==> config.mk <==
export PLATFORM = sky130hd
export DESIGN_NAME = sbs_front
export DESIGN_NICKNAME = d
export VERILOG_FILES = /design/src/rtl/sbs_pkg.sv /design/src/rtl/sbs_decode.sv /design/src/rtl/sbs_burst.sv /design/src/rtl/sbs_array.sv /design/src/rtl/sbs_front.sv
export SDC_FILE = /design/constraint.sdc
export NUM_CORES = 2
export LEC_CHECK = 0
export BUFFER_PORTS_ARGS = -buffer_cell sky130_fd_sc_hd__buf_2
export CAP_MARGIN = 15
export CORE_UTILIZATION = 45
export CTS_CLUSTER_DIAMETER = 30
export DETAILED_ROUTE_END_ITERATION = 16
export PLACE_DENSITY = 0.72
export RECOVER_POWER = 50
export REMOVE_ABC_BUFFERS = 1
export SLEW_MARGIN = 20
export SYNTH_ARGS = -nofsm -noshare
export SYNTH_HDL_FRONTEND = slang
export SYNTH_SLANG_ARGS = --single-unit
==> constraint.sdc <==
create_clock -name clk -period 3.2 [get_ports clk]
set_clock_uncertainty 0.15 [all_clocks]
set_input_delay 0.16 -clock clk [delete_from_list [all_inputs] [get_ports clk]]
set_output_delay 0.16 -clock clk [all_outputs]
set_load 0.05 [all_outputs]
==> src/rtl/sbs_pkg.sv <==
package sbs_pkg;
  typedef enum logic [2:0] {
    OP_IDLE  = 3'd0,
    OP_DESEL = 3'd1,
    OP_BEGIN = 3'd2,
    OP_CONT  = 3'd3,
    OP_SUSP  = 3'd4
  } op_e;

  // low address bits of burst access number step, given the start bits
  function automatic logic [1:0] burst_slot(input logic [1:0] start,
                                            input logic [1:0] step,
                                            input logic       linear);
    return linear ? (start + step) : (start ^ step);
  endfunction
endpackage

==> src/rtl/sbs_decode.sv <==
module sbs_decode
  import sbs_pkg::*;
#(
  parameter int LANES = 4
) (
  input  logic             strobe_p_n,
  input  logic             strobe_c_n,
  input  logic             adv_n,
  input  logic             ce_a_n,
  input  logic             ce_hi,
  input  logic             ce_b_n,
  input  logic             gwr_n,
  input  logic             bwe_n,
  input  logic [LANES-1:0] lane_n,
  input  logic             active,
  output op_e              op,
  output logic             rd_now,
  output logic             wr_now,
  output logic [LANES-1:0] wr_mask
);
  logic p_take, c_take, sel_ok, wr_req, access;

  assign p_take = !strobe_p_n && !ce_a_n;
  assign c_take = !strobe_c_n;
  assign sel_ok = ce_hi && !ce_b_n;
  assign wr_req = !gwr_n || (!bwe_n && !(&lane_n));

  always_comb begin
    op = OP_IDLE;
    if (p_take)      op = sel_ok ? OP_BEGIN : OP_DESEL;
    else if (c_take) op = (sel_ok && !ce_a_n) ? OP_BEGIN : OP_DESEL;
    else if (active) op = adv_n ? OP_SUSP : OP_CONT;
  end

  assign access  = (op == OP_BEGIN) || (op == OP_CONT) || (op == OP_SUSP);
  assign wr_now  = access && !p_take && wr_req;
  assign rd_now  = access && !wr_now;
  assign wr_mask = !wr_now ? '0 : (!gwr_n ? '1 : ~lane_n);
endmodule

==> src/rtl/sbs_burst.sv <==
module sbs_burst
  import sbs_pkg::*;
#(
  parameter int AW = 6
) (
  input  logic          clk,
  input  logic          rst_n,
  input  op_e           op,
  input  logic [AW-1:0] addr_in,
  input  logic          linear_n,
  output logic [AW-1:0] eff_addr,
  output logic [AW-1:0] cur_addr,
  output logic          active
);
  logic [AW-1:2] hi_q;
  logic [1:0]    start_q, step_q, step_nx;

  assign step_nx  = step_q + 2'd1;
  assign cur_addr = {hi_q, burst_slot(start_q, step_q, !linear_n)};

  always_comb begin
    case (op)
      OP_BEGIN: eff_addr = addr_in;
      OP_CONT:  eff_addr = {hi_q, burst_slot(start_q, step_nx, !linear_n)};
      default:  eff_addr = cur_addr;
    endcase
  end

  always_ff @(posedge clk or negedge rst_n) begin
    if (!rst_n) begin
      hi_q    <= '0;
      start_q <= '0;
      step_q  <= '0;
      active  <= 1'b0;
    end else begin
      case (op)
        OP_BEGIN: begin
          hi_q    <= addr_in[AW-1:2];
          start_q <= addr_in[1:0];
          step_q  <= '0;
          active  <= 1'b1;
        end
        OP_CONT:  step_q <= step_nx;
        OP_DESEL: active <= 1'b0;
        default:  ;
      endcase
    end
  end
endmodule

==> src/rtl/sbs_array.sv <==
module sbs_array #(
  parameter int AW     = 6,
  parameter int LANES  = 4,
  parameter int LANE_W = 8
) (
  input  logic                    clk,
  input  logic [LANES-1:0]        we_mask,
  input  logic [AW-1:0]           waddr,
  input  logic [LANES*LANE_W-1:0] wdata,
  input  logic [AW-1:0]           raddr,
  output logic [LANES*LANE_W-1:0] rdata
);
  localparam int DEPTH = 1 << AW;

  for (genvar g = 0; g < LANES; g++) begin : g_lane
    logic [LANE_W-1:0] mem [DEPTH];
    always_ff @(posedge clk) begin
      if (we_mask[g]) mem[waddr] <= wdata[g*LANE_W +: LANE_W];
    end
    assign rdata[g*LANE_W +: LANE_W] = mem[raddr];
  end
endmodule

==> src/rtl/sbs_front.sv <==
module sbs_front
  import sbs_pkg::*;
#(
  parameter int AW = 6,
  parameter int DW = 32
) (
  input  logic            clk,
  input  logic            rst_n,
  input  logic [AW-1:0]   addr,
  input  logic [DW-1:0]   wdata,
  input  logic            strobe_p_n,
  input  logic            strobe_c_n,
  input  logic            adv_n,
  input  logic            ce_a_n,
  input  logic            ce_hi,
  input  logic            ce_b_n,
  input  logic            gwr_n,
  input  logic            bwe_n,
  input  logic [DW/8-1:0] lane_n,
  input  logic            linear_n,
  input  logic            oe_n,
  output logic [DW-1:0]   dq_o,
  output logic            dq_en
);
  localparam int LANE_W = 8;
  localparam int LANES  = DW / LANE_W;

  op_e              op;
  logic             rd_now, wr_now, active, s1_read, data_valid;
  logic [LANES-1:0] wr_mask;
  logic [AW-1:0]    eff_addr, cur_addr, s1_addr;
  logic [DW-1:0]    arr_rd, out_q;

  sbs_decode #(.LANES(LANES)) u_dec (
    .strobe_p_n(strobe_p_n), .strobe_c_n(strobe_c_n), .adv_n(adv_n),
    .ce_a_n(ce_a_n), .ce_hi(ce_hi), .ce_b_n(ce_b_n),
    .gwr_n(gwr_n), .bwe_n(bwe_n), .lane_n(lane_n), .active(active),
    .op(op), .rd_now(rd_now), .wr_now(wr_now), .wr_mask(wr_mask)
  );

  sbs_burst #(.AW(AW)) u_bst (
    .clk(clk), .rst_n(rst_n), .op(op), .addr_in(addr), .linear_n(linear_n),
    .eff_addr(eff_addr), .cur_addr(cur_addr), .active(active)
  );

  sbs_array #(.AW(AW), .LANES(LANES), .LANE_W(LANE_W)) u_arr (
    .clk(clk), .we_mask(wr_mask), .waddr(eff_addr), .wdata(wdata),
    .raddr(s1_addr), .rdata(arr_rd)
  );

  // stage 1 registers the access, stage 2 holds the read word
  always_ff @(posedge clk or negedge rst_n) begin
    if (!rst_n) begin
      s1_read    <= 1'b0;
      s1_addr    <= '0;
      data_valid <= 1'b0;
      out_q      <= '0;
    end else begin
      s1_read    <= rd_now;
      s1_addr    <= eff_addr;
      data_valid <= s1_read;
      out_q      <= arr_rd;
    end
  end

  assign dq_en = data_valid && !oe_n;
  assign dq_o  = dq_en ? out_q : '0;
endmodule

==> flow_metrics.tcl <==
set metrics [dict create \
    whs_ps 73.42 \
    sw_frac_of_total_pct 26.00 \
    detail_route.wirelength_um 212700 \
    leakagePower_nw 33.24 \
    cts_setup_buffers 0 \
    finalHoldViolCount 0 \
    nets 4568 \
    core.rowCount 156 \
    dr.first_iter.drc_count 5023 \
    synthAdderAreaFrac_pct 0.03057 \
    final_common_cell "edfxtp_1" \
    slew_viol_final 1286 \
    gr-total-overflow 0 \
    ctsHtreeMaxLevel 5 \
    cp-start-kind "input port" \
    start_util_pct 45.29 \
    p_sw_mw 21.43 \
    slew_headroom_pct -95.95 \
    vdd_drop_max_mv 0.6273 \
    violations "max-capacitance violations, max-slew violations" \
    clk_pin_slew_ps 50 \
    pwr-share-clk_pct 46.1 \
    place_area_um2 88620 \
    cp_slowest_cell "a31oi_2" \
    max_freq_mhz 319.4 \
    slowest_delay_ps 850 \
    cts_sinks 2097 \
    avgSynthCellArea_um2 21.95 \
    clock-root-buffer "clkbuf_16" \
    synth_edf_count 2048 \
    hpwlAfterDp_um 127200 \
    drc 0 \
    synthXorXnorAreaFrac_pct 0.04892 \
    vias_per_cell 6.061 \
    numCtsBuffers 355 \
    internal_power_mw 60.99 \
    vias 43415 \
    p_per_area_nw_per_um2 814.4 \
    synth_compound_area_share_pct 1.677 \
    die_w_um 428.5 \
    synth_seq_cells 2097 \
    nFillCells 12854 \
    synth_top_family_by_area "multiplexers" \
    pwr-share-seq_pct 37.5 \
    async_flop_share_pct 2.337 \
    final-setup-viol-count 0 \
    crit_required_ps 3700 \
    final_cell_mix "2048 x edfxtp_1, 551 x mux4_2, 436 x buf_4" \
    critical_path_class "input port to flip-flop" \
    yosys.area_share.simple_pct 2.866 \
    track_usage_pct 23.13 \
    synthCells 3729 \
    synth_top_flop_cell "edfxtp_1" \
    grt_max_degree 65 \
    worst_ep_arrival_time_ps 3630 \
    wire_per_inst_um 29.69 \
    yosysUniqueCellTypes 60 \
    antenna_found_initial 4 \
    first_global_vias 44320 \
    fin_crit_sh_pct 97.83 \
    clock_latency_ps 940 \
    core_um2 180700 \
    rsz0062_at_grt "false" \
    power_mw 82.43 \
    setup.worst_path.end_class "flip-flop" \
    yosysWarnings 0 \
    ant_nets 0 \
    timing.critical_path.mode_cell "buf_4" \
    cp_max_fo 11 \
    grt_pass1_wl_um 309100 \
    netlist_area_um2 81850 \
    pwr-share-comb_pct 16.4 \
    cp_num_buf_inv 6 \
    yosysSeqAreaShare_pct 76.63 \
    detail_route.first_pass.iterations 6 \
    min_path_type "input port to flip-flop" \
    fin_area_um2 101200 \
    die_y_um 428.5 \
    drv_cap 31 \
    port_buffers 86 \
    path_cells "dlygate4sd3_1 > buf_2 > nor3b_1 > nand2_1 > buf_4 > buf_4 > a31oi_2 > buf_4 > nor3_1 > buf_4" \
    status "complete, but fails checks" \
    period_needed_ps 3131 \
    die-area_um2 183600 \
    critPathTopFamily "buffers and inverters" \
    cts_tree "built" \
    muxShareOfSynthArea_pct 17.14 \
    ios 87 \
    area_growth_pct 23.65 \
    gp_congestion 0.8590 \
    clockBufferDepth 4 \
    final_layout_size_suffix_gt1_share_pct 36.67 \
    worst_slew_pin_slew_ps 2939 \
]
repair_timing:
action                                 in CTS  in global routing
setup endpoints to repair                  15                 23
gates resized for setup                     2                  4
hold buffers                               72                  0
endpoints found under the hold margin    2067                  0
kinds of logic after synthesis:
group           count (synthesis)
flops                        2097
xor+xnor                        3
fa+ha+maj                       2
buf+inv                       257
compound gates                186
simple gates                  474
mux                           710
state kept, by name, indices dropped and copies added (netlist names):
register and flops:
data_valid 1, out_q 32, s1_addr 6, s1_read 1
u_arr.g_lane.mem 2048, u_bst.active 1, u_bst.hi_q 4, u_bst.start_q 2
u_bst.step_q 2
cell type report:
type / count / area [um^2] / area share (%)
multi-input cells: 1375 / 18050 / 17.84
diodes: 2 / 5.005 / 0.004945
clock inverters: 256 / 2965 / 2.930
clock buffers: 380 / 9071 / 8.963
inverters: 7 / 26.28 / 0.02596
repair buffers: 676 / 5384 / 5.320
well taps: 2370 / 2965 / 2.930
flip-flops and latches: 2097 / 62740 / 61.99
synthesized netlist by cell type (3+ instances only):
| cell type | number | area [um^2] |
|---|---|---|
| nor2_1 | 57 | 214.0 |
| o31ai_1 | 5 | 37.54 |
| a22oi_1 | 28 | 210.2 |
| a221oi_1 | 9 | 78.83 |
| a211o_1 | 3 | 26.28 |
| buf_4 | 30 | 225.2 |
| or3b_1 | 3 | 26.28 |
| o211a_1 | 4 | 40.04 |
| o221ai_1 | 5 | 43.79 |
| buf_1 | 14 | 52.55 |
| o2111ai_1 | 8 | 70.07 |
| nor3_1 | 240 | 1201 |
| dfrtp_1 | 49 | 1226 |
| clkbuf_1 | 103 | 386.6 |
| mux2_2 | 24 | 270.3 |
| o22ai_1 | 15 | 93.84 |
| edfxtp_1 | 2048 | 61500 |
| a32o_1 | 3 | 30.03 |
| nor2b_1 | 17 | 106.4 |
| mux4_2 | 551 | 12410 |
| a311oi_1 | 3 | 26.28 |
| a31oi_1 | 21 | 131.4 |
| nand2b_1 | 10 | 62.56 |
| nand3_1 | 13 | 65.06 |
| or2_2 | 5 | 31.28 |
| nand2_1 | 73 | 274.0 |
| and3_1 | 8 | 50.05 |
| and2_1 | 35 | 219.0 |
| o21ai_0 | 10 | 50.05 |
| o21ai_1 | 5 | 25.02 |
| nor4_1 | 5 | 31.28 |
| mux2i_1 | 135 | 1351 |
| o22a_1 | 4 | 35.03 |
| nand3b_1 | 4 | 30.03 |
| inv_1 | 6 | 22.52 |
| a221o_1 | 5 | 50.05 |
| a41oi_1 | 5 | 43.79 |
| a21oi_1 | 22 | 110.1 |
| buf_6 | 17 | 191.4 |
| buf_2 | 86 | 430.4 |
| a22o_1 | 15 | 131.4 |
final timing paths:
check / from / to / slack, ps / cells after the start
setup / recovery: ce_a_n / u_arr.g_lane[0].mem[18][0]$_DFFE_PP_ / 70 / 10
hold / removal: lane_n[0] / u_arr.g_lane[0].mem[6][2]$_DFFE_PP_ / 70 / 6
setup reg to reg: u_bst.step_q[0]$_DFFE_PN0N_ / u_arr.g_lane[0].mem[0][5]$_DFFE_PP_ / 140 / 10
hold reg to reg: s1_read$_DFF_PN0_ / data_valid$_DFF_PN0_ / 190 / 0
max in group asynchronous: rst_n / s1_addr[0]$_DFF_PN0_ / 610 / 4
min in group asynchronous: rst_n / out_q[16]$_DFF_PN0_ / 860 / 4
through the flow:
stage,setup slack (ps),setup TNS (ps),instances,util [%]
finish,69.30,0,7163,56.00
global route,4.264,0,7162,55.99
CTS,15.72,0,7161,56.10
detailed placement,-125.1,-4321,6453,49.03
global placement,-69.39,-1139,6452,49.02
floorplan,-18910,-1682630,3479,-
routing by layer:
metal / vias to the layer above / global-route usage (%) / wire (um)
li1: 17486 / - / -
met2: 2615 / 37.57 / 104800
met4: 0 / 9.019 / 7757
met1: 22851 / 31.14 / 80440
met5: - / 0 / 0
met3: 463 / 4.318 / 19690
worst register-to-register path, delay by kind of cell (launching register included):
kind                     cells  cell delay [ps]
AO/OA/AOI/OAI                1              390
adder cells (fa/ha/maj)      1              300
buffers and inverters        5              920
flip-flops                   1              450
AND/OR/NAND/NOR              3              580
power by group through the flow:
stage	Clock, mW	Combinational (mW)	Sequential [mW]
floorplan	0	5.92	31.8
global placement	0	13.2	31.4
detailed placement	0	13.3	31.4
CTS	38.4	13.6	30.9
global route	39.5	14.0	30.9
finish	38.0	13.5	30.9
Note: power is estimated with default switching activity, not from simulation.
